$ cat src/rtl/swfold_pkg.sv
package swfold_pkg;

    // Level the sync pin rests at when nothing drives cycles from outside.
    localparam logic SYNC_IDLE = 1'b1;

    // Foldback divide ratio applied when the output is shorted.
    localparam int FOLD_RATIO = 3;

    typedef enum logic {
        SRC_INT = 1'b0,
        SRC_EXT = 1'b1
    } clk_src_e;

    // State of the minimum on-time gate for the current cycle.
    typedef struct packed {
        logic armed;   // a strobe has started a cycle, turn-off not yet issued
        logic pend;    // a turn-off request is being held back
    } gate_st_t;

    // Quiet interval after which the external source is considered lost.
    function automatic int fallback_ticks(input int period);
        return period + period / 2;
    endfunction

endpackage

$ cat src/rtl/swfold_sync_edge.sv
module swfold_sync_edge
    import swfold_pkg::*;
#(
    parameter int STAGES = 2
) (
    input  logic clk,
    input  logic rst,
    input  logic async_in,
    output logic lvl,
    output logic fall
);
    // sh[0..STAGES-1] are the synchronizer; sh[STAGES] is the previous level.
    logic [STAGES:0] sh;

    always_ff @(posedge clk) begin
        if (rst) begin
            sh <= {(STAGES + 1){SYNC_IDLE}};
        end else begin
            sh <= {sh[STAGES-1:0], async_in};
        end
    end

    assign lvl  = sh[STAGES-1];
    assign fall = sh[STAGES] & ~sh[STAGES-1];

endmodule

$ cat src/rtl/swfold_src_sel.sv
module swfold_src_sel
    import swfold_pkg::*;
#(
    parameter int PERIOD  = 16,
    parameter int TIMEOUT = 24
) (
    input  logic clk,
    input  logic rst,
    input  logic fall,
    input  logic sync_lvl,
    output logic evt,
    output logic pfm_mode
);
    localparam int CW = (PERIOD > 1) ? $clog2(PERIOD) : 1;
    localparam int WW = $clog2(TIMEOUT + 1);

    logic [CW-1:0] phase;
    logic [WW-1:0] quiet;
    logic [WW-1:0] low_run;
    clk_src_e      src;
    logic          wrap;

    assign wrap = (phase == CW'(PERIOD - 1));
    assign evt  = fall | ((src == SRC_INT) & wrap);

    // Internal phase: restarts on every cycle event so both sources stay aligned.
    always_ff @(posedge clk) begin
        if (rst) begin
            phase <= '0;
        end else if (evt || wrap) begin
            phase <= '0;
        end else begin
            phase <= phase + 1'b1;
        end
    end

    // Source choice: an edge claims external timing, a long silence releases it.
    always_ff @(posedge clk) begin
        if (rst) begin
            src   <= SRC_INT;
            quiet <= '0;
        end else if (fall) begin
            src   <= SRC_EXT;
            quiet <= '0;
        end else if (quiet == WW'(TIMEOUT - 1)) begin
            src   <= SRC_INT;
        end else begin
            quiet <= quiet + 1'b1;
        end
    end

    // Pin held low selects pulse-skipping operation.
    always_ff @(posedge clk) begin
        if (rst) begin
            low_run  <= '0;
            pfm_mode <= 1'b0;
        end else if (sync_lvl) begin
            low_run  <= '0;
            pfm_mode <= 1'b0;
        end else if (low_run == WW'(TIMEOUT - 1)) begin
            pfm_mode <= 1'b1;
        end else begin
            low_run  <= low_run + 1'b1;
        end
    end

endmodule

$ cat src/rtl/swfold_foldback.sv
module swfold_foldback
    import swfold_pkg::*;
#(
    parameter int RATIO = FOLD_RATIO
) (
    input  logic clk,
    input  logic rst,
    input  logic evt,
    input  logic short_flag,
    output logic cycle_start
);
    generate
        if (RATIO <= 1) begin : g_pass
            always_ff @(posedge clk) begin
                if (rst) cycle_start <= 1'b0;
                else     cycle_start <= evt;
            end
        end else begin : g_div
            localparam int FW = $clog2(RATIO);
            logic [FW-1:0] slot;
            logic          emit;

            assign emit = evt & (~short_flag | (slot == '0));

            always_ff @(posedge clk) begin
                if (rst) begin
                    slot        <= '0;
                    cycle_start <= 1'b0;
                end else begin
                    cycle_start <= emit;
                    if (!short_flag) begin
                        slot <= '0;
                    end else if (evt) begin
                        slot <= (slot == FW'(RATIO - 1)) ? '0 : slot + 1'b1;
                    end
                end
            end
        end
    endgenerate

endmodule

$ cat src/rtl/swfold_min_on.sv
module swfold_min_on
    import swfold_pkg::*;
#(
    parameter int MIN_ON = 4
) (
    input  logic clk,
    input  logic rst,
    input  logic cycle_start,
    input  logic off_req,
    output logic off_gated
);
    localparam int BW = (MIN_ON > 2) ? $clog2(MIN_ON - 1) : 1;

    logic [BW-1:0] blank;
    gate_st_t      st;

    always_ff @(posedge clk) begin
        if (rst) begin
            blank     <= '0;
            st        <= '0;
            off_gated <= 1'b0;
        end else if (cycle_start) begin
            blank     <= BW'(MIN_ON - 2);
            st.armed  <= 1'b1;
            st.pend   <= off_req;
            off_gated <= 1'b0;
        end else begin
            off_gated <= 1'b0;
            if (st.armed) begin
                if (blank != '0) begin
                    blank   <= blank - 1'b1;
                    st.pend <= st.pend | off_req;
                end else if (st.pend || off_req) begin
                    off_gated <= 1'b1;
                    st        <= '0;
                end
            end
        end
    end

endmodule

$ cat src/rtl/swfold_cycle_gen.sv
module swfold_cycle_gen
    import swfold_pkg::*;
#(
    parameter int PERIOD_TICKS = 16,
    parameter int MIN_ON_TICKS = 4,
    parameter int SYNC_STAGES  = 2
) (
    input  logic clk,
    input  logic rst,
    input  logic sync_in,
    input  logic short_flag,
    input  logic off_req,
    output logic cycle_start,
    output logic off_gated,
    output logic pfm_mode
);
    localparam int TIMEOUT_TICKS = fallback_ticks(PERIOD_TICKS);

    logic sync_lvl;
    logic sync_fall;
    logic evt;

    swfold_sync_edge #(.STAGES(SYNC_STAGES)) u_edge (
        .clk      (clk),
        .rst      (rst),
        .async_in (sync_in),
        .lvl      (sync_lvl),
        .fall     (sync_fall)
    );

    swfold_src_sel #(.PERIOD(PERIOD_TICKS), .TIMEOUT(TIMEOUT_TICKS)) u_src (
        .clk      (clk),
        .rst      (rst),
        .fall     (sync_fall),
        .sync_lvl (sync_lvl),
        .evt      (evt),
        .pfm_mode (pfm_mode)
    );

    swfold_foldback #(.RATIO(FOLD_RATIO)) u_fold (
        .clk         (clk),
        .rst         (rst),
        .evt         (evt),
        .short_flag  (short_flag),
        .cycle_start (cycle_start)
    );

    swfold_min_on #(.MIN_ON(MIN_ON_TICKS)) u_gate (
        .clk         (clk),
        .rst         (rst),
        .cycle_start (cycle_start),
        .off_req     (off_req),
        .off_gated   (off_gated)
    );

endmodule

$ cat config.mk
export PLATFORM = sky130hd
export DESIGN_NAME = swfold_cycle_gen
export DESIGN_NICKNAME = d
export VERILOG_FILES = /design/src/rtl/swfold_pkg.sv /design/src/rtl/swfold_sync_edge.sv /design/src/rtl/swfold_src_sel.sv /design/src/rtl/swfold_foldback.sv /design/src/rtl/swfold_min_on.sv /design/src/rtl/swfold_cycle_gen.sv
export SDC_FILE = /design/constraint.sdc
export NUM_CORES = 1
export LEC_CHECK = 0
export BUFFER_PORTS_ARGS = -buffer_cell sky130_fd_sc_hd__buf_4
export CAP_MARGIN = 20
export CORE_UTILIZATION = 50
export DETAILED_ROUTE_END_ITERATION = 12
export GPL_ROUTABILITY_DRIVEN = 0
export PLACE_DENSITY = 0.76
export SLEW_MARGIN = 20
export SYNTH_ARGS = -nofsm -noshare
export SYNTH_HDL_FRONTEND = slang
export SYNTH_SLANG_ARGS = --single-unit
export TNS_END_PERCENT = 100
$ cat constraint.sdc
create_clock -name clk -period 1.9 [get_ports clk]
set_clock_uncertainty 0.1 [all_clocks]
set_input_delay 0.095 -clock clk [delete_from_list [all_inputs] [get_ports clk]]
set_output_delay 0.095 -clock clk [all_outputs]
set_load 0.005 [all_outputs]
==> out/qor.yml, run 1 <==
sta:
  drv_slew: 0
  relSlewSlack_pct: 73.9
  final_hold_viol_count: 0
  tightestPinTransition_ps: 388
  fin_crit_sh_pct: 80.8
  layout_min_cycle_time_ps: 1540
  setup_violations: 0
  timing.fmax_mhz: 651
  tns_ps: 0
  rsz0062_at_grt: "no"
place:
  dp_hpwl_um: 1220
  io_buffers: 7
  placed_cell_area_um2: 1150
final_layout:
  multi_input_area_um2: 510
  syn_to_final_growth_pct: 12.4
  n_fill_cell: 176
  final_nets: 135
  layout-drive-gt1-share_pct: 11.9
  final_area_um2: 1220
  diodes: 0
  fin_util_pct: 61.2
  regArea_um2: 541
floorplanning:
  boundaryPins: 8
  initial_utilization_pct: 54.4
  die-area_um2: 2370
  die_x_um: 48.7
  num_rows: 16
  fp.dieH_um: 48.7
  design.core.area_um2: 2000
grt:
  grt_antenna_before_repair: 0
  grt_pass1_wl_um: 3060
  grt-ovfl-total: 0
  grt_pass1_vias: 740
  grt_max_degree: 15
  track_usage_pct: 16.4
route:
  remaining_drc_errors: 0
  routed_via_density: 5.21
  ant_nets: 0
  vias: 797
  dr.first_iter.drc_count: 6
  finalWirelength_um: 1700
  post_drt_wl_per_cell_um: 11.1
  drt_first_pass_iters: 4
worst_setup_path:
  path_cells: "dlygate4sd3_1 -> buf_4 -> or2_2 -> dlygate4sd3_1"
  criticalPathCategory: "in2reg"
  end_kind: "register"
  cp_slowest_cell: "dlygate4sd3_1"
  cp_max_fo: 12
  start_kind: "primary input"
  worst_ep_arrival_time_ps: 1650
  reg2reg_from: "u_src.phase[0]$_SDFF_PP0_"
  startpoint: "rst"
  cp.required_ps: 2010
  critPathMaxStageDelay_ps: 550
  critPathMostFrequentCell: "dlygate4sd3_1"
synth:
  synthTopCellsByArea: "dfxtp_1 50%, nor2_1 5.9%, ha_1 3.4%"
  synth_cell_types: 30
  yosysTopAreaCellShare_pct: 49.6
  ys_warn_count: 0
  synth_nets: 121
  synth-async-reset-ratio_pct: 0
  ys_seq_elements: 27
  ys_seq_area_share_pct: 49.6
  syn_area_um2: 1090
  yosysTopAreaCell: "dfxtp_1"
  netlist_instances: 113
  synth_edf_count: 0
  synth_ff_type: "dfxtp_1"
  avgSynthCellArea_um2: 9.64
hold_path:
  hp-class: "reg2reg"
  holdCritStartpoint: "u_edge.sh[0]$_SDFF_PP1_"
pwr:
  clkPwrFrac_pct: 26.2
  p_total_uw: 900
  p_int_uw: 701
  power_leakage_uw: 0.000490
  pwr-share-comb_pct: 7.2
  power_switching_share_pct: 22.1
  ir_drop_v: 0.000470
  power_density_nw_per_um2: 734
  p_sw_uw: 199
  pwr-share-seq_pct: 66.6
flow_run:
  maxCapViolations: 0
cts:
  cts.sinks: 27
  root_buffer: "clkbuf_4"
  cts.clk_slew.worst_paths_ps: 130
  tritoncts: "built"
  h-tree-depth: 1
  ctsLongestPathBuffers: 2
  cts_made_buffers: 3
  worstSkewPairLatency_ps: 310
outcome:
  outcome: "complete, no violations"
## stage by stage
stage | cells | hold WS [ps] | setup slack, ps
2_1_floorplan | 113 | 98.8 | 531
3_3_place_gp | 144 | 184 | 512
3_5_place_dp | 144 | 186 | 469
4_1_cts | 153 | 326 | 388
5_1_grt | 153 | 342 | 346
6_report | 153 | 323 | 364
## Yosys cell counts (all sizes together) (3+ instances only)
cell,n
dfxtp,27
nor2,17
a21oi,7
nand2,6
nand3,5
nor3,5
nor2b,4
or2,4
xnor2,4
buf,3
ha,3
inv,3
nand2b,3
nand4b,3
xor2,3
## worst max-delay path, delay by kind of cell
family | cells | cell delay (ps)
buffers and inverters | 3 | 1260
AND/OR/NAND/NOR | 1 | 290
## final cells by class
class,count,share of cell area (%)
flip-flops and latches,27,44.1
clock buffers,4,2.15
well taps,27,2.76
inverters,3,0.919
repair buffers,12,8.38
multi-input cells,80,41.7
## registers in the layout, indices dropped and copies added, names as in the netlist
| name | cells |
|---|---|
| u_fold.g_div.slot | 2 |
| u_gate.blank | 2 |
| u_src.quiet | 5 |
| u_src.src | 1 |
| u_src.phase | 4 |
| u_fold.cycle_start | 1 |
| u_edge.sh | 3 |
| u_gate.off_gated | 1 |
| u_src.pfm_mode | 1 |
| u_gate.st | 2 |
| u_src.low_run | 5 |
## power by group through the flow
stage               combinational [uW]  sequential, uW  clock, uW
floorplan                         46.8             608          0
global placement                  53.8             610          0
detailed placement                57.1             612          0
CTS                               65.2             599        249
global route                      73.5             602        268
finish                            64.7             599        236
## cell families after synthesis
logic type / share of synthesized area [%]
muxes: 1.84
adders and majority gates: 3.44
buffers and inverters: 3.56
and+or+nand+nor: 27.9
AOI/OAI and AO/OA: 8.04
xor gates and xnor gates: 5.63
DFF: 49.6
## placed cells by master (no fill, tap or decap), types with 3 or more instances in the layout
cell type,netlist,final
nor2b_1,4,4
clkbuf_4,0,3
dlygate4sd3_1,0,5
nor2_1,17,17
nand2b_1,3,3
ha_1,3,3
a21oi_1,7,7
nor3_1,4,4
nand2_1,6,6
dfxtp_1,27,27
inv_1,3,3
xor2_1,3,3
nand4b_1,3,3
nand3_1,5,5
xnor2_1,4,4
buf_4,0,7
## metal layers
layer | GRT usage (%) | vias up | routed length [um]
met4 | 5.88 | 0 | 14
met3 | 1.89 | 2 | 43
met5 | 0 | - | 0
li1 | - | 413 | -
met1 | 20.0 | 372 | 806
met2 | 29.4 | 10 | 835
## what timing repair did
action                                 in CTS  in global routing
hold buffers                                5                  0
resized for setup                           0                  0
buffers inserted                            0                  0
endpoints found under the hold margin       8                  0
## worst paths after layout
kind / slack [ps] / cells after the start / end
hold / removal: 320 / 1 / u_edge.sh[1]$_SDFF_PP1_
setup / recovery: 360 / 4 / u_edge.sh[0]$_SDFF_PP1_
hold reg to reg: 320 / 1 / u_edge.sh[1]$_SDFF_PP1_
setup reg to reg: 460 / 4 / u_fold.g_div.slot[1]$_SDFFE_PP0P_
No activity file was read; power rests on OpenSTA's default activity.
==> run 2: changes to the inputs <==
--- a/config.mk
+++ b/config.mk
@@ -10,7 +10,7 @@
 export CORE_UTILIZATION = 50
 export DETAILED_ROUTE_END_ITERATION = 12
 export GPL_ROUTABILITY_DRIVEN = 0
-export PLACE_DENSITY = 0.76
+export PLACE_DENSITY = 0.79
 export SLEW_MARGIN = 20
 export SYNTH_ARGS = -nofsm -noshare
 export SYNTH_HDL_FRONTEND = slang
==> constraint.sdc (replaced) <==
create_clock -name clk -period 1.25 [get_ports clk]
set_clock_uncertainty 0.1 [all_clocks]
set_input_delay 0.0625 -clock clk [delete_from_list [all_inputs] [get_ports clk]]
set_output_delay 0.0625 -clock clk [all_outputs]
set_load 0.005 [all_outputs]
==> run 2 against run 1 <==
  * The flow now finishes with violations (setup timing)
  * Sequential power increased by 53%
  * Sequential share of layout area decreased by 3.4 points
  * Clock power increased by 51%
  * Design area increased by 9.6%
  * Setup slack got worse by 410 ps
  * Hold slack improved by 21 ps
  * Largest cell class is now multi-input gates
  * Largest power group unchanged
  * Highest routed layer unchanged
==> out/qor.yml, run 2 (synthesis gave the netlist of run 1 again) <==
worst_setup_path:
  path_delay_family: "compound AO/OA/AOI/OAI gates"  # was buffers and inverters
  cp_slowest_cell: "dfxtp_2"  # was dlygate4sd3_1
  path_cells: "ha_4 -> and4b_1 -> o2111a_1 -> a31o_1"  # was dlygate4sd3_1 -> buf_4 -> or2_2 -> dlygate4sd3_1
  cp_max_fo: 2  # was 12
  start_kind: "register"  # was primary input
  criticalPathCategory: "reg2reg"  # was in2reg
  r2r_slack_ps: -50  # was 460 ps
  critPathBufInv: 0  # was 3
  end_kind: "register"  # unchanged
  cp.required_ps: 1370  # was 2010 ps
  worst_ep_arrival_time_ps: 1420  # was 1650 ps
  critPathMaxStageDelay_ps: 360  # was 550 ps
hold_path:
  hp-class: "reg2reg"  # unchanged
place:
  dp_hpwl_um: 1320  # was 1220 um
  placed_cell_area_um2: 1230  # was 1150 um^2
  io_buffers: 7  # unchanged
floorplanning:
  die-area_um2: 2370  # unchanged
  initial_utilization_pct: 54.4  # unchanged
  die_x_um: 48.7  # unchanged
  boundaryPins: 8  # unchanged
  num_rows: 16  # unchanged
  fp.dieH_um: 48.7  # unchanged
  design.core.area_um2: 2000  # unchanged
flow_run:
  maxCapViolations: 0  # unchanged
route:
  drt_first_pass_iters: 4  # unchanged
  finalWirelength_um: 1870  # was 1700 um
  dr.first_iter.drc_count: 10  # was 6
  ant_nets: 0  # unchanged
  vias: 812  # was 797
  post_drt_wl_per_cell_um: 11.8  # was 11.1 um
  remaining_drc_errors: 0  # unchanged
  routed_via_density: 5.11  # was 5.21
final_layout:
  final_area_um2: 1340  # was 1220 um^2
  syn_to_final_growth_pct: 23.2  # was 12.4%
  final_nets: 141  # was 135
  layout-drive-gt1-share_pct: 25.0  # was 11.9%
  fin_util_pct: 67.1  # was 61.2%
  reg_top3: "u_src.low_run: 5 flops, u_src.quiet: 5 flops, u_src.phase: 4 flops"  # unchanged
  final_common_cell: "dfxtp_1"  # unchanged
  n_fill_cell: 152  # was 176
  diodes: 0  # unchanged
  final_cell_mix: "22 x dfxtp_1, 16 x nor2_1, 13 x buf_4"  # was 27 x dfxtp_1, 17 x nor2_1, 7 x a21oi_1, 7 x buf_4, 6 x nand2_1
cts:
  cts.sinks: 27  # unchanged
  tritoncts: "built"  # unchanged
  worstSkewPairLatency_ps: 310  # about the same
  postCtsSetupBuffers: 0  # unchanged
  root_buffer: "clkbuf_4"  # unchanged
  h-tree-depth: 1  # unchanged
  ctsLongestPathBuffers: 2  # unchanged
  cts_made_buffers: 3  # unchanged
  cts.clk_slew.worst_paths_ps: 130  # about the same
sta:
  drv_slew: 0  # unchanged
  rsz0062_at_grt: "yes"  # was no
  timing.fmax_mhz: 771
  layout_min_cycle_time_ps: 1300
  relSlewSlack_pct: 79.5  # was 73.9%
  final.setup.worst_slack_ps: -47.1  # was 364 ps
  fin_crit_sh_pct: 104
  tightestPinTransition_ps: 304  # was 388 ps
  final_hold_viol_count: 0  # unchanged
  setup_violations: 2  # was 0
grt:
  track_usage_pct: 17.7  # was 16.4%
  grt_max_degree: 15  # unchanged
  grt_pass1_vias: 810  # was 740
  grt_pass1_wl_um: 3240  # was 3060 um
  grt_antenna_before_repair: 0  # unchanged
  grt-ovfl-total: 0  # unchanged
pwr:
  power_density_nw_per_um2: 1050  # was 734 nW/um^2
  power_leakage_uw: 0.000538  # was 0.000490 uW
  ir_drop_v: 0.000645  # was 0.000470 V
outcome:
  violations: "setup timing"
  outcome: "finished with violations"  # was complete, no violations
==> run 2: final cells by class <==
| class | count | area (um^2) | share of cell area, % |
|---|---|---|---|
| clock buffers | 4 | 26.3 | 1.96 |
| repair buffers | 18 | 158 | 11.7 |
| multi-input cells | 80 | 567 | 42.2 |
| well taps | 27 | 33.8 | 2.52 |
| flip-flops and latches | 27 | 547 | 40.7 |
| inverters | 3 | 11.3 | 0.839 |
==> run 2: power by group <==
part | internal (uW) | leakage [uW] | total (uW) | switching (uW)
clock | 125 | 0.0000150 | 357 | 233
combinational | 80.7 | 0.000301 | 140 | 59.3
sequential | 891 | 0.000221 | 917 | 26.1
total | 1100 | 0.000538 | 1410 | 318
==> run 2: layer usage <==
layer	vias up	part of all wire (%)	GRT usage (%)
met4	0	0.80	9.31
met5	-	0	0
met1	381	45	20.2
met3	2	1.8	2.83
met2	5	52	31.5
li1	424	-	-
==> run 2: path summary, 6_finish.rpt <==
check | startpoint | end | depth (start not counted)
worst max register to register | u_src.phase[0]$_SDFF_PP0_ | u_fold.g_div.slot[1]$_SDFFE_PP0P_ | 4
worst max-delay path | u_src.phase[0]$_SDFF_PP0_ | u_fold.g_div.slot[1]$_SDFFE_PP0P_ | 4
worst min register to register | u_edge.sh[0]$_SDFF_PP1_ | u_edge.sh[1]$_SDFF_PP1_ | 1
worst min-delay path | u_edge.sh[0]$_SDFF_PP1_ | u_edge.sh[1]$_SDFF_PP1_ | 1
==> run 2: timing repair <==
item,in CTS,in global routing
hold buffers,4,0
gates cloned,0,0
gates resized for setup,1,11
setup endpoints to repair,2,16
endpoints found under the hold margin,9,0
pin swaps,1,3
==> run 2: through the flow <==
stage / setup slack (ps) / hold slack (ps) / setup TNS (ps) / std cells / power, uW
floorplan: -21.3 / 66.3 / -21.3 / 113 / 1000
global placement: -4.92 / 149 / -4.92 / 151 / 1040
detailed placement: -42.8 / 153 / -58.6 / 151 / 1050
CTS: -48.7 / 348 / -58.6 / 159 / 1420
global route: -110 / 363 / -253 / 159 / 1480
finish: -47.1 / 344 / -56.5 / 159 / 1410
